`src/rtl/gpio_irq_pkg.sv`:
```
package gpio_irq_pkg;

   localparam int KIND_W = 3;

   localparam logic [KIND_W-1:0] RK_OUT     = 3'd0;
   localparam logic [KIND_W-1:0] RK_MODE_LO = 3'd1;
   localparam logic [KIND_W-1:0] RK_MODE_HI = 3'd2;
   localparam logic [KIND_W-1:0] RK_IEN     = 3'd3;
   localparam logic [KIND_W-1:0] RK_POL     = 3'd4;
   localparam logic [KIND_W-1:0] RK_CLR     = 3'd5;

   typedef enum logic [1:0] {
      PM_HIZ        = 2'b00,
      PM_PULLUP     = 2'b01,
      PM_OPEN_DRAIN = 2'b10,
      PM_PUSH_PULL  = 2'b11
   } pin_mode_e;

   typedef struct packed {
      logic oe;
      logic out;
      logic pu;
   } pad_ctl_t;

   function automatic pad_ctl_t pad_decode(pin_mode_e m, logic d);
      pad_ctl_t c;
      c = '0;
      case (m)
         PM_HIZ:        c = '0;
         PM_PULLUP:     c.pu = 1'b1;
         PM_OPEN_DRAIN: c.oe = ~d;
         PM_PUSH_PULL:  begin
            c.oe  = 1'b1;
            c.out = d;
         end
         default:       c = '0;
      endcase
      return c;
   endfunction

endpackage

```
`src/rtl/gpio_port_cfg.sv`:
```
module gpio_port_cfg
   import gpio_irq_pkg::*;
#(
   parameter int PIN_W   = 8,
   parameter bit PER_PIN = 1'b1,
   parameter int PORT_ID = 0,
   parameter int PORT_AW = 3
) (
   input  logic               clk,
   input  logic               rst_n,
   input  logic               wr_en,
   input  logic [PORT_AW-1:0] wr_port,
   input  logic [KIND_W-1:0]  wr_kind,
   input  logic [PIN_W-1:0]   wr_data,
   output logic [PIN_W-1:0]   dout_o,
   output logic [PIN_W-1:0]   mode_lo_o,
   output logic [PIN_W-1:0]   mode_hi_o,
   output logic [PIN_W-1:0]   ien_o,
   output logic [PIN_W-1:0]   pol_o,
   output logic [PIN_W-1:0]   clr_o
);

   logic sel;
   assign sel = wr_en && (wr_port == PORT_AW'(PORT_ID));

   always_ff @(posedge clk) begin
      if (!rst_n) begin
         dout_o <= '0;
         ien_o  <= '0;
         pol_o  <= '0;
      end else if (sel) begin
         case (wr_kind)
            RK_OUT:  dout_o <= wr_data;
            RK_IEN:  ien_o  <= wr_data;
            RK_POL:  pol_o  <= wr_data;
            default: ;
         endcase
      end
   end

   if (PER_PIN) begin : g_per_pin
      logic [PIN_W-1:0] lo_q, hi_q;
      always_ff @(posedge clk) begin
         if (!rst_n) begin
            lo_q <= '0;
            hi_q <= '0;
         end else if (sel) begin
            if (wr_kind == RK_MODE_LO) lo_q <= wr_data;
            if (wr_kind == RK_MODE_HI) hi_q <= wr_data;
         end
      end
      assign mode_lo_o = lo_q;
      assign mode_hi_o = hi_q;
   end else begin : g_group
      logic [1:0] grp_q;
      always_ff @(posedge clk) begin
         if (!rst_n)
            grp_q <= '0;
         else if (sel && wr_kind == RK_MODE_LO)
            grp_q <= wr_data[1:0];
      end
      assign mode_lo_o = {PIN_W{grp_q[0]}};
      assign mode_hi_o = {PIN_W{grp_q[1]}};
   end

   assign clr_o = (sel && wr_kind == RK_CLR) ? wr_data : '0;

endmodule

```
`src/rtl/gpio_pin_sync.sv`:
```
module gpio_pin_sync #(
   parameter int W = 8
) (
   input  logic         clk,
   input  logic         rst_n,
   input  logic [W-1:0] pin_i,
   output logic [W-1:0] rise_o,
   output logic [W-1:0] fall_o
);

   logic [W-1:0] meta_q, sync_q, last_q;

   always_ff @(posedge clk) begin
      if (!rst_n) begin
         meta_q <= '0;
         sync_q <= '0;
         last_q <= '0;
      end else begin
         meta_q <= pin_i;
         sync_q <= meta_q;
         last_q <= sync_q;
      end
   end

   assign rise_o = sync_q & ~last_q;
   assign fall_o = ~sync_q & last_q;

endmodule

```
`src/rtl/gpio_pad_ctl.sv`:
```
module gpio_pad_ctl
   import gpio_irq_pkg::*;
#(
   parameter int W = 8
) (
   input  logic [W-1:0] mode_lo_i,
   input  logic [W-1:0] mode_hi_i,
   input  logic [W-1:0] dout_i,
   output logic [W-1:0] oe_o,
   output logic [W-1:0] out_o,
   output logic [W-1:0] pu_o
);

   for (genvar b = 0; b < W; b++) begin : g_pin
      pad_ctl_t c;
      assign c       = pad_decode(pin_mode_e'({mode_hi_i[b], mode_lo_i[b]}), dout_i[b]);
      assign oe_o[b]  = c.oe;
      assign out_o[b] = c.out;
      assign pu_o[b]  = c.pu;
   end

endmodule

```
`src/rtl/gpio_irq_pend.sv`:
```
module gpio_irq_pend #(
   parameter int W       = 8,
   parameter bit HAS_DED = 1'b0,
   parameter int DED_LO  = 2,
   parameter int DED_N   = 3
) (
   input  logic             clk,
   input  logic             rst_n,
   input  logic [W-1:0]     rise_i,
   input  logic [W-1:0]     fall_i,
   input  logic [W-1:0]     pol_i,
   input  logic [W-1:0]     ien_i,
   input  logic [W-1:0]     clr_i,
   output logic             req_o,
   output logic [DED_N-1:0] ded_o
);

   localparam logic [W-1:0] DED_MASK =
      HAS_DED ? (W'((1 << DED_N) - 1) << DED_LO) : '0;

   logic [W-1:0] pend_q, hit, act;

   assign hit = (rise_i & pol_i) | (fall_i & ~pol_i);

   always_ff @(posedge clk) begin
      if (!rst_n)
         pend_q <= '0;
      else
         pend_q <= (pend_q & ~clr_i) | hit;
   end

   assign act   = pend_q & ien_i;
   assign req_o = |(act & ~DED_MASK);

   if (HAS_DED) begin : g_ded
      assign ded_o = act[DED_LO +: DED_N];
   end else begin : g_no_ded
      assign ded_o = '0;
   end

endmodule

```
`src/rtl/gpio_irq_front.sv`:
```
module gpio_irq_front
   import gpio_irq_pkg::*;
#(
   parameter int NUM_PORTS     = 5,
   parameter int PIN_W         = 8,
   parameter int PER_PIN_PORTS = 2,
   parameter int DED_LO        = 2,
   parameter int DED_N         = 3,
   localparam int PORT_AW      = (NUM_PORTS > 1) ? $clog2(NUM_PORTS) : 1,
   localparam int ADDR_W       = PORT_AW + KIND_W,
   localparam int NPINS        = NUM_PORTS * PIN_W
) (
   input  logic                 clk,
   input  logic                 rst_n,
   input  logic                 wr_en,
   input  logic [ADDR_W-1:0]    wr_addr,
   input  logic [PIN_W-1:0]     wr_data,
   input  logic [NPINS-1:0]     pin_in,
   output logic [NPINS-1:0]     pad_oe,
   output logic [NPINS-1:0]     pad_out,
   output logic [NPINS-1:0]     pad_pu,
   output logic [NUM_PORTS-1:0] irq_port,
   output logic [DED_N-1:0]     irq_pin
);

   if (PIN_W < 2) begin : g_err_width
      $error("PIN_W must be at least 2 to hold a port-wide mode");
   end
   if (PER_PIN_PORTS > NUM_PORTS) begin : g_err_perpin
      $error("PER_PIN_PORTS exceeds NUM_PORTS");
   end
   if (DED_N < 1 || DED_LO + DED_N > PIN_W) begin : g_err_ded
      $error("dedicated pin range does not fit in a port");
   end

   logic [PORT_AW-1:0] wr_port;
   logic [KIND_W-1:0]  wr_kind;
   logic [DED_N-1:0]   ded [NUM_PORTS];

   assign wr_port = wr_addr[ADDR_W-1:KIND_W];
   assign wr_kind = wr_addr[KIND_W-1:0];

   for (genvar p = 0; p < NUM_PORTS; p++) begin : g_port
      logic [PIN_W-1:0] dout, mlo, mhi, ien, pol, clr, rise, fall;

      gpio_port_cfg #(
         .PIN_W   (PIN_W),
         .PER_PIN (p < PER_PIN_PORTS),
         .PORT_ID (p),
         .PORT_AW (PORT_AW)
      ) u_cfg (
         .clk       (clk),
         .rst_n     (rst_n),
         .wr_en     (wr_en),
         .wr_port   (wr_port),
         .wr_kind   (wr_kind),
         .wr_data   (wr_data),
         .dout_o    (dout),
         .mode_lo_o (mlo),
         .mode_hi_o (mhi),
         .ien_o     (ien),
         .pol_o     (pol),
         .clr_o     (clr)
      );

      gpio_pin_sync #(.W(PIN_W)) u_sync (
         .clk    (clk),
         .rst_n  (rst_n),
         .pin_i  (pin_in[p*PIN_W +: PIN_W]),
         .rise_o (rise),
         .fall_o (fall)
      );

      gpio_pad_ctl #(.W(PIN_W)) u_pad (
         .mode_lo_i (mlo),
         .mode_hi_i (mhi),
         .dout_i    (dout),
         .oe_o      (pad_oe[p*PIN_W +: PIN_W]),
         .out_o     (pad_out[p*PIN_W +: PIN_W]),
         .pu_o      (pad_pu[p*PIN_W +: PIN_W])
      );

      gpio_irq_pend #(
         .W       (PIN_W),
         .HAS_DED (p == 0),
         .DED_LO  (DED_LO),
         .DED_N   (DED_N)
      ) u_pend (
         .clk    (clk),
         .rst_n  (rst_n),
         .rise_i (rise),
         .fall_i (fall),
         .pol_i  (pol),
         .ien_i  (ien),
         .clr_i  (clr),
         .req_o  (irq_port[p]),
         .ded_o  (ded[p])
      );
   end

   always_comb begin
      irq_pin = '0;
      for (int p = 0; p < NUM_PORTS; p++)
         irq_pin = irq_pin | ded[p];
   end

endmodule

```
`config.mk`:
```
export PLATFORM = sky130hd
export DESIGN_NAME = gpio_irq_front
export DESIGN_NICKNAME = d
export VERILOG_FILES = /design/src/rtl/gpio_irq_pkg.sv /design/src/rtl/gpio_port_cfg.sv /design/src/rtl/gpio_pin_sync.sv /design/src/rtl/gpio_pad_ctl.sv /design/src/rtl/gpio_irq_pend.sv /design/src/rtl/gpio_irq_front.sv
export SDC_FILE = /design/constraint.sdc
export NUM_CORES = 1
export LEC_CHECK = 0
export BUFFER_PORTS_ARGS = -buffer_cell sky130_fd_sc_hd__buf_2
export CORE_MARGIN = 4
export CORE_UTILIZATION = 57
export DETAILED_ROUTE_END_ITERATION = 8
export PLACE_DENSITY = 0.89
export SLEW_MARGIN = 25
export SYNTH_ARGS = -nofsm -noshare
export SYNTH_HDL_FRONTEND = slang
export SYNTH_SLANG_ARGS = --single-unit
```
`constraint.sdc`:
```
create_clock -name clk -period 1.6 [get_ports clk]
set_input_delay 0.16 -clock clk [delete_from_list [all_inputs] [get_ports clk]]
set_output_delay 0.16 -clock clk [all_outputs]
set_load 0.05 [all_outputs]
```
# Word level (Yosys, flattened, before mapping)
# Index checks and enable logic that the tools add are counted.
dict set report totals {
  regBits 318
  inputBits 57
}
dict set report classes {
  bitwise 100
  n_reduce_logical 39
  n_mux 104
  eq_ne 66
}
# cell n
set op_table {}
lappend op_table {{$and A8 B8 Y8} 30}
lappend op_table {{$not A8 Y8} 20}
lappend op_table {{$or A8 B8 Y8} 10}
lappend op_table {{$pmux W1 S2} 40}
lappend op_table {{$eq A2 B2 Y1 const B} 38}
lappend op_table {{$mux W1} 59}
lappend op_table {{$mux W8} 5}
lappend op_table {{$not A1 Y1} 40}
lappend op_table {{$eq A2 B1 Y1 const B} 19}
lappend op_table {{$reduce_and A2 Y1} 19}
lappend op_table {{$reduce_or A8 Y1} 4}
lappend op_table {{$logic_and A1 B1 Y1} 13}
lappend op_table {{$eq A3 B2 Y1 const B} 4}
lappend op_table {{$eq A3 B3 Y1 const B} 3}
lappend op_table {{$eq A3 B1 Y1 const B} 2}
lappend op_table {{$logic_not A3 Y1} 2}
lappend op_table {{$reduce_or A5 Y1} 1}

# Depth between registers and ports, before layout
dict set report depth {
  depth_word 7
  depth_mapped 5
  ltp_nobuf 3
}

# Modules after synthesis
# Synthesis repeated with hierarchy kept, for this count alone.
dict set report hier_totals {
  hier_cells 1373
  area_unflattened_um2 13523.0
}
# module cells_each n_inst area_per_inst_um2 seq_area_each_um2
set modules_own_cells {}
lappend modules_own_cells {gpio_pin_sync 66 5 764.5 480.5}
lappend modules_own_cells {{gpio_port_cfg at g_port[2].u_cfg ...} 122 2 1161.1 520.5}
lappend modules_own_cells {{gpio_irq_pend at g_port[1].u_pend ...} 41 4 412.9 160.2}
lappend modules_own_cells {{gpio_port_cfg at g_port[1].u_cfg} 154 1 1582.8 800.8}
lappend modules_own_cells {{gpio_port_cfg at g_port[0].u_cfg} 153 1 1554.0 800.8}
lappend modules_own_cells {{gpio_port_cfg at g_port[3].u_cfg} 121 1 1161.1 520.5}
lappend modules_own_cells {gpio_pad_ctl 32 5 200.2 0.0}
lappend modules_own_cells {{gpio_irq_pend at g_port[0].u_pend} 38 1 390.4 160.2}
lappend modules_own_cells {gpio_irq_front 9 1 37.5 0.0}

# Least setup slack after synthesis
# OpenSTA, ideal clock, no wires.
dict set report synth_path {
  path_kind {flip-flop to output port}
  startpoint {register g_port[3].u_cfg.g_group.grp_q[1]}
  endpoint {output port pad_oe[24]}
  setup_slack_ns -0.350
  required_time_ns 1.440
  stages_incl_launch_ff 3
  arrival_time_ns 1.790
  cell_sequence {dfxtp_1 clkbuf_1 a21boi_0}
}
dict set report synth_between {
  elab_chain_len 2
}
# item line
set synth_rtl {}
lappend synth_rtl {{from (decl)} gpio_port_cfg.sv:55} ;# logic [1:0] grp_q;
lappend synth_rtl {{from (signal assigned)} gpio_port_cfg.sv:60} ;# grp_q <= wr_data[1:0];
lappend synth_rtl {{$eq A2 B2 Y1} gpio_irq_pkg.sv:28} ;# case (m)
lappend synth_rtl {{$pmux W1 S2 *} gpio_irq_pkg.sv:28}
lappend synth_rtl {{to (decl)} gpio_irq_front.sv:19} ;# output logic [NPINS-1:0] pad_oe,
# Every way passes the cells marked *; elsewhere a longest branch is shown, timed or not.

# Worst setup path after layout
dict set report layout_path {
  startpoint {register g_port[2].u_cfg.g_group.grp_q[0]}
  endpoint {output port pad_oe[19]}
}
dict set report layout_between {
  elab_chain_len 2
}
# item line
set layout_rtl {}
lappend layout_rtl {{from (decl)} gpio_port_cfg.sv:55}
lappend layout_rtl {{from (signal assigned)} gpio_port_cfg.sv:60}
lappend layout_rtl {{$eq A2 B2 Y1} gpio_irq_pkg.sv:28}
lappend layout_rtl {{$pmux W1 S2 *} gpio_irq_pkg.sv:28}
# Marked as above.

==> results.sh <==
export IMPL_synth_top_area_share_pct=51.9
export IMPL_hold_path_class="input port to register"
export IMPL_rsz0062_at_grt="yes"
export IMPL_skew_ns=0.0136
export IMPL_use_met2_pct=42.5
export IMPL_drt_wl_total_um=33500
export IMPL_syn_nets=1294
export IMPL_die_area_mm2=0.0239
export IMPL_ys_flop_type="dfxtp_1"
export IMPL_finalCriticalPeriod_ns=1.75
export IMPL_drive_above_1_share_pct=26.5
export IMPL_layout_setup_ws_ns=-0.149
export IMPL_n_antenna_cell=0
export IMPL_placed_cell_area_mm2=0.0135
export IMPL_firstDrtPassIters=5
export IMPL_end_kind="output port"
export IMPL_utilization_pct=76.3
export IMPL_power_share_switching_pct=21.4
export IMPL_synth_edf_count=0
export IMPL_grt_pass1_wl_um=48000
export IMPL_status="finished, violations left"
export IMPL_slowest_stage="dfxtp_4"
export IMPL_max_freq_mhz=572
export IMPL_met1_usage_pct=31.0
export IMPL_ioPinCount=185
export IMPL_post_place_ws_ns=0.0586
export IMPL_vias=10049
export IMPL_coreArea_mm2=0.0211
export IMPL_yosysWarnings=0
export IMPL_slew_headroom_pct=71.1
export IMPL_stdcell_count=1778
export IMPL_cp_cell_sequence="clkinvlp_4 > a21boi_2 > buf_6"
export IMPL_synth_compound_area_share_pct=9.29
export IMPL_synth_seq_cells=318
export IMPL_synth_top_area_cell="dfxtp_1"
export IMPL_dieHeight_um=155
export IMPL_critPathRequiredTime_ns=1.44
export IMPL_synthAdderAreaFrac_pct=0
export IMPL_syn_area_mm2=0.0123
export IMPL_antenna_found_initial=0
export IMPL_netlist_instances=1237
export IMPL_synth_simple_gate_area_share_pct=21.7
export IMPL_pwr_share_comb_pct=5.0
export IMPL_p_switching_mw=3.45
export IMPL_gp_congestion=0.838
export IMPL_use_met3_pct=3.25
export IMPL_clock_latency_ns=0.55
export IMPL_top_usage_layer="met2"
export IMPL_cts_sinks=318
export IMPL_ir_drop_mv=0.860
export IMPL_pwr_density_cell_mw_per_mm2=1000
export IMPL_die_x_um=155
export IMPL_clock_path_buffers=3
export IMPL_worstMarginPinSlew_ns=0.433
export IMPL_final_nets=1536
export IMPL_p_int_mw=12.7
export IMPL_clk_pin_slew_ns=0.07
export IMPL_hold_viol_final=0
export IMPL_synthTopCellsByArea="dfxtp_1, mux2i_1, and2_1"
export IMPL_power_mw=16.1
export IMPL_async_flop_share_pct=0
export IMPL_area_growth_pct=31.3
export IMPL_row_count=53
export IMPL_start_kind="register"
export IMPL_post_dp_hpwl_um=19700
export IMPL_synth_yosys_seq_area_share_pct=51.9
export IMPL_numPortBuffers=184
export IMPL_initial_utilization_pct=58.1
export IMPL_drc_errors=0
export IMPL_p_clk_share_pct=44.2
export IMPL_root_buffer="clkbuf_16"
export IMPL_fillers=1302
export IMPL_maxCapViolations=0
export IMPL_cts_buffers=30
export IMPL_holdWs_ns=0.0603
export IMPL_seq_power_share_pct=50.7
export IMPL_fin_area_mm2=0.0161
export IMPL_yosys_cell_types_count=33
export IMPL_cp_data_arrival_time_ns=1.59
export IMPL_drtAntennaViolNets=0
export IMPL_place_inst=1659
export IMPL_leakage_nw=7.35
export IMPL_first_iter_violations=803
export IMPL_grt_usage_pct=24.2
export IMPL_routed_via_density=5.65
export IMPL_violations="setup timing"
export IMPL_setup_violations=54
export IMPL_synthXorXnorAreaFrac_pct=0
export IMPL_synth_top_family_by_area="simple AND/OR/NAND/NOR gates"
export IMPL_worstSetupPathType="register to output port"
export IMPL_synthMuxAreaShare_pct=12.9
export IMPL_drv_slew=0
export IMPL_critPathMaxStageDelay_ns=0.43
export IMPL_grt_max_degree=80
export IMPL_setup_tns_ns=-2.67
export IMPL_avgSynthCellArea_um2=9.91
export IMPL_grt_overflow_total=0
export IMPL_grt_pass1_vias=9481
export IMPL_cts_tree="built"
export IMPL_cp_max_fo=4
export IMPL_cts_max_level=1
export IMPL_wl_per_cell_um=18.9
export IMPL_final_period_utilization_pct=109
-- area by class of cell --
class	instances	area (µm²)	share of cell area, %
Timing Repair Buffer	295	2590	16.1
Clock buffer	48	910	5.65
Multi-Input combinational cell	814	5640	35.1
Clock inverter	8	104	0.646
Timing Repair inverter	1	7.51	0.0467
Tap cell	275	344	2.14
Inverter	19	83.8	0.521
Sequential cell	318	6400	39.8
-- routing by layer --
layer  vias to the layer above  wire length [µm]
met2                       443             16600
met1                      4867             13500
li1                       4655                 -
met3                        84              2370
met4                         0              1080
met5                         -                 0
-- cell usage in the layout, fill, tap and decap left out, types with 28 or more instances in the layout --
cell,count
dfxtp_1,299
nand2_1,176
mux2i_1,158
and2_1,123
buf_2,92
buf_4,70
nor2_1,56
buf_6,49
and3b_1,40
a21oi_1,40
o21ai_0,40
a21boi_0,40
dlygate4sd3_1,40
clkbuf_16,31
buf_8,28
-- synthesized netlist by cell type (all sizes together), types with 19 or more instances --
cell / count
and3b: 40
clkbuf: 52
nor2: 64
a21oi: 40
nand2: 184
mux2i: 158
inv: 19
and2: 123
o21ai: 40
a21boi: 80
and3: 40
dfxtp: 318
buf: 34
-- worst max-delay path: cells and delay by family, from the launching register on --
family / cells / cell delay, ns
AO/OA/AOI/OAI: 1 / 0.24
buffers and inverters: 2 / 0.38
flip-flops: 1 / 0.43
-- repair_timing --
item,4_1_cts,5_1_grt
buffers inserted,4,16
setup endpoints to repair,80,89
gates cloned,1,2
hold endpoints to repair,40,0
hold buffers,40,0
pin swaps,15,16
resized for setup,140,170
-- flip-flops by register name (all words and copies together), names as in the netlist --
| signal | flops |
|---|---|
| g_port.u_cfg.mode_lo_o | 16 |
| g_port.u_sync.sync_q | 40 |
| g_port.u_cfg.ien_o | 40 |
| g_port.u_cfg.pol_o | 40 |
| g_port.u_sync.meta_q | 40 |
| g_port.u_cfg.dout_o | 40 |
| g_port.u_sync.last_q | 40 |
| g_port.u_cfg.g_group.grp_q | 6 |
| g_port.u_pend.pend_q | 40 |
| g_port.u_cfg.mode_hi_o | 16 |
-- power groups by stage --
| stage | registers (mW) | clock network, mW | logic, mW |
|---|---|---|---|
| floorplan | 8.32 | 0 | 0.425 |
| global placement | 8.34 | 0 | 0.679 |
| detailed placement | 8.35 | 0 | 0.693 |
| CTS | 8.17 | 7.22 | 0.782 |
| global route | 8.19 | 7.51 | 0.872 |
| finish | 8.17 | 7.12 | 0.811 |
-- final timing paths --
path	from	end	slack [ns]	depth (start not counted)
worst max register to register	g_port[2].u_cfg.g_group.grp_q[0]	g_port[2].u_cfg.g_group.grp_q[0]	0.56	4
worst min-delay path	rst_n	g_port[2].u_sync.meta_q[2]	0.06	2
worst min register to register	g_port[2].u_sync.meta_q[6]	g_port[2].u_sync.sync_q[6]	0.43	1
worst max-delay path	g_port[2].u_cfg.g_group.grp_q[0]	pad_oe[19]	-0.15	3
-- logic make-up (layout without fill, tap and decap cells) --
logic type             count (synthesis)  count (layout)
AO/OA/AOI/OAI                        178             178
buffers and inverters                105             371
AND/OR/NAND/NOR                      478             478
multiplexers                         158             158
flip-flops                           318             318
(Power assumes the default switching activity.)
